===== src/rtl/bank_mapper.sv =====
module bank_mapper #(
  parameter int AW = 16,
  parameter int BANK_W = 2,
  parameter int PAGE_W = 8,
  parameter int IO_W = 8,
  parameter logic [IO_W-1:0] BANK_PORT = 8'h7E
) (
  input  logic                 clk,
  input  logic                 rst_n,
  input  logic                 io_wr,
  input  logic [IO_W-1:0]      io_addr,
  input  logic [IO_W-1:0]      io_data,
  input  logic                 lock_req,
  input  logic                 mem_req,
  input  logic                 mem_we,
  input  logic [AW-1:0]        cpu_addr,
  output logic [AW+BANK_W-1:0] ram_addr,
  output logic [(1<<BANK_W)-1:0] ram_ce_n,
  output logic                 ram_we_n,
  output logic                 wr_violation,
  output logic                 locked
);
  localparam int NBANK = 1 << BANK_W;

  logic [BANK_W-1:0] bank_q, held_q, eff_bank, phys_bank;
  logic req_q, lock_q, viol_q;
  logic common, blocked;

  assign common    = cpu_addr[AW-1 -: PAGE_W] == '0;
  assign eff_bank  = req_q ? held_q : bank_q;
  assign phys_bank = common ? '0 : eff_bank;
  assign blocked   = lock_q && common;

  assign ram_addr     = {phys_bank, cpu_addr};
  assign ram_we_n     = !(mem_req && mem_we && !blocked);
  assign wr_violation = viol_q;
  assign locked       = lock_q;

  for (genvar b = 0; b < NBANK; b++) begin : g_ce
    assign ram_ce_n[b] = !(mem_req && phys_bank == BANK_W'(b));
  end

  always_ff @(posedge clk) begin
    if (!rst_n) begin
      bank_q <= '0;
      held_q <= '0;
      req_q  <= 1'b0;
      lock_q <= 1'b0;
      viol_q <= 1'b0;
    end else begin
      if (io_wr && io_addr == BANK_PORT) bank_q <= io_data[BANK_W-1:0];
      held_q <= eff_bank;
      req_q  <= mem_req;
      lock_q <= lock_q | lock_req;
      viol_q <= mem_req && !req_q && mem_we && blocked;
    end
  end

  a_r5_one_chip: assert property (@(posedge clk) disable iff (!rst_n)
    $onehot0(~ram_ce_n) && (mem_req == (ram_ce_n != '1)));
  a_r5_ce_matches_addr: assert property (@(posedge clk) disable iff (!rst_n)
    mem_req |-> !ram_ce_n[ram_addr[AW +: BANK_W]]);
  a_r4_common_bank0: assert property (@(posedge clk) disable iff (!rst_n)
    (mem_req && cpu_addr[AW-1 -: PAGE_W] == '0) |-> ram_addr[AW +: BANK_W] == '0);
  a_r8_locked_no_we: assert property (@(posedge clk) disable iff (!rst_n)
    (locked && cpu_addr[AW-1 -: PAGE_W] == '0) |-> ram_we_n);
  a_r7_lock_sticky: assert property (@(posedge clk) disable iff (!rst_n)
    locked |=> locked);
  a_r9_viol_one_cycle: assert property (@(posedge clk) disable iff (!rst_n)
    wr_violation |=> !wr_violation);
  a_r10_bank_held: assert property (@(posedge clk) disable iff (!rst_n)
    (mem_req && req_q && $stable(cpu_addr)) |-> $stable(ram_addr));
endmodule


===== config.mk =====
export PLATFORM = sky130hd
export DESIGN_NAME = bank_mapper
export DESIGN_NICKNAME = d
export VERILOG_FILES = /design/src/rtl/bank_mapper.sv
export SDC_FILE = /design/constraint.sdc
export NUM_CORES = 1
export LEC_CHECK = 0
export ABC_AREA = 1
export ABC_CLOCK_PERIOD_IN_PS = 2100
export CORE_MARGIN = 2
export CORE_UTILIZATION = 27
export DETAILED_ROUTE_END_ITERATION = 8
export PLACE_DENSITY = 0.93
export SYNTH_ARGS = -nofsm -noshare
export SYNTH_HDL_FRONTEND = slang
export SYNTH_SLANG_ARGS = --single-unit

===== constraint.sdc =====
create_clock -name clk -period 2.1 [get_ports clk]
set_input_delay 0.63 -clock clk [delete_from_list [all_inputs] [get_ports clk]]
set_output_delay 0.63 -clock clk [all_outputs]
set_load 0.01 [all_outputs]

==> results.cfg <==
[die]
core_um2 = 1730
die_height_um = 46.8
start_util_pct = 28.6
die-area_um2 = 2190
dieWidth_um = 46.8
io_pins = 63
rows = 15

[worst_setup_path]
path_buf_inv = 4
critPathMaxFanout = 3
max_stage_delay_ps = 150
critical_path_required_ps = 1470
crit_path_end_kind = output port
slowest_stage = nor2_4
cp_top_family = buffers and inverters
reg2reg_depth = 4
arrival_ps = 1440
worstSetupPathType = in -> out
crit_chain = buf_2 -> nor2_4 -> nand2_2 -> nor2_4 -> buf_6 -> nor2_4 -> buf_6 -> buf_6
start_kind = input port
cp.depth = 8

[cts]
clockBufferDepth = 2
clk_pin_slew_worst_paths_ps = 60
cts_root_buffer = clkbuf_4
cts-buffers-inserted = 3
clkSinkCount = 7
insertion_delay_ps = 260
cts_max_level = 1
tritoncts = built

[placed_design]
globalplace.congestion = 0.722
portBuffers = 40
dp_slack_ps = -709
place_inst = 128
dp_hpwl_um = 1100

[sta]
fin_crit_sh_pct = 98.7
rsz0062_at_grt = yes
hold_ws_ps = 507
finalHoldViolCount = 0
fin_ws_ps = 26.9
fmax_mhz = 482
fin_worst_skew_ps = 4.84
final.setup.tns_ps = 0
setup_violations = 0
fin_crit_ps = 2070
slew_violations = 0
max-slew-margin-rel_pct = 83.5
tightest_slew_ps = 247

[final_layout]
diodes = 0
seqCellArea_um2 = 140
stdcell_count = 136
drive_above_1_share_pct = 38.7
area_growth_syn_to_layout_pct = 89.9
nNetsFinal = 150
fin_util_pct = 54.3
fillers = 170
multi_input_area_um2 = 258

[power_and_ir_drop]
power_density_nw_per_um2 = 386
switching_share_pct = 25.3
p_sw_uw = 91.5
combPwrFrac_pct = 26.7
pwr-share-clk_pct = 35.1
p_int_uw = 270
p_leak_nw = 0.400
seq_power_share_pct = 38.3
vdd_ir_drop_max_mv = 0.293

[route]
ant_nets = 0
wirelength_um = 1500
wire_per_inst_um = 11.0
drc = 0
routed-via-count = 574
drtIter0Drc = 1
vias_per_cell = 4.22
dr.pass1.iters = 4

[global_routing]
grt_use_met1_pct = 9.58
antenna_found_initial = 0
grt_pass1_vias = 566
gr-usage-met3_pct = 6.15
grt_max_degree = 7
overflow = 0
grt.busiest_layer = met2
grtUsageMet2_pct = 28.2
grt_pass1_wl_um = 2150
grtUsageTotal_pct = 13.9

[min_path]
hold_path_depth = 2
hold_class = reg -> reg

[yosys]
ys_warn_count = 0
ys_ff_latch = 7
ys_seq_area_share_pct = 28.4
avgSynthCellArea_um2 = 6.68
syn-num-nets = 112
synth_cells = 74
syn-cell-area_um2 = 494
synthDistinctLibCells = 14

[flow_run]
drv_cap = 0

[run_status]
status = finished clean
[registers in the layout (all words and copies together), names as in the netlist]
| signal | cells |
|---|---|
| req_q | 1 |
| held_q | 2 |
| locked | 1 |
| wr_violation | 1 |
| bank_q | 2 |
[power by group through the flow]
stage	Clock [mW]	Combinational, mW	Sequential [mW]
after floorplan	0	0.0437	0.141
after global placement	0	0.0907	0.141
after detailed placement	0	0.0923	0.141
after CTS	0.130	0.0883	0.138
after global routing	0.136	0.104	0.139
final	0.127	0.0966	0.138
[synthesized netlist by cell type (all sizes together)]
cell	instances	share of area [%]
nand2	16	13
nor3	1	2.0
inv	7	5.3
nand4	1	1.3
o21ai	2	2.8
dfxtp	7	28
nor2	18	17
nand3	6	6.1
buf	16	24
[timing repair]
| item | in CTS | in global routing |
|---|---|---|
| pin swaps | 8 | 7 |
| setup buffers | 4 | 0 |
| gates resized for setup | 71 | 19 |
| hold buffers | 0 | 0 |
| setup endpoints to repair | 15 | 7 |
[final cells by class]
type,count,share of cell area (%)
repair buffers,49,48.7
inverters,7,2.80
flip-flops and latches,7,14.9
multi-input cells,44,27.5
clock buffers,4,2.80
well taps,25,3.33
[per-layer routing]
layer,vias to the layer above,share of wire [%]
met5,-,0
met4,0,4.8
met3,12,12
met2,39,53
met1,238,29
li1,285,-
[worst register-to-register path: stages (launching register included)]
cell and delay [ps]:
dfxtp_1 410, nand2_1 90, o21ai_2 100, inv_2 90, nor2_1 90
[stage by stage]
stage          area, µm²  total power [mW]
2_1_floorplan        494             0.185
3_3_place_gp         843             0.232
3_5_place_dp         843             0.234
4_1_cts              873             0.357
5_1_grt              938             0.379
6_report             938             0.362
[final timing paths]
path                                   start      endpoint  slack (ps)
worst max-delay path            cpu_addr[14]  ram_addr[17]          30
worst min register to register        locked  wr_violation         510
worst min-delay path                  locked  wr_violation         510
worst max register to register         req_q     held_q[1]        1260
[cell usage in the layout (no fill, tap or decap), types with 3 or more instances in the layout]
| cell type | netlist | layout |
|---|---|---|
| clkbuf_4 | 0 | 3 |
| nand2_1 | 15 | 13 |
| buf_6 | 0 | 12 |
| nand2_2 | 1 | 3 |
| nor2_1 | 15 | 11 |
| buf_4 | 16 | 5 |
| buf_2 | 0 | 6 |
| clkdlybuf4s50_1 | 0 | 24 |
| inv_1 | 5 | 5 |
| nor2_4 | 2 | 7 |
| nand3_1 | 6 | 4 |
| dfxtp_1 | 7 | 7 |
[cells by family (layout without fill, tap and decap cells)]
kind of cell,Yosys count,count (layout),share of synthesized area (%)
AOI/OAI and AO/OA,2,2,2.78
buffers and inverters,23,60,29.6
DFF,7,7,28.4
and+or+nand+nor,42,42,39.2
Power figures use the tool's default switching activity.
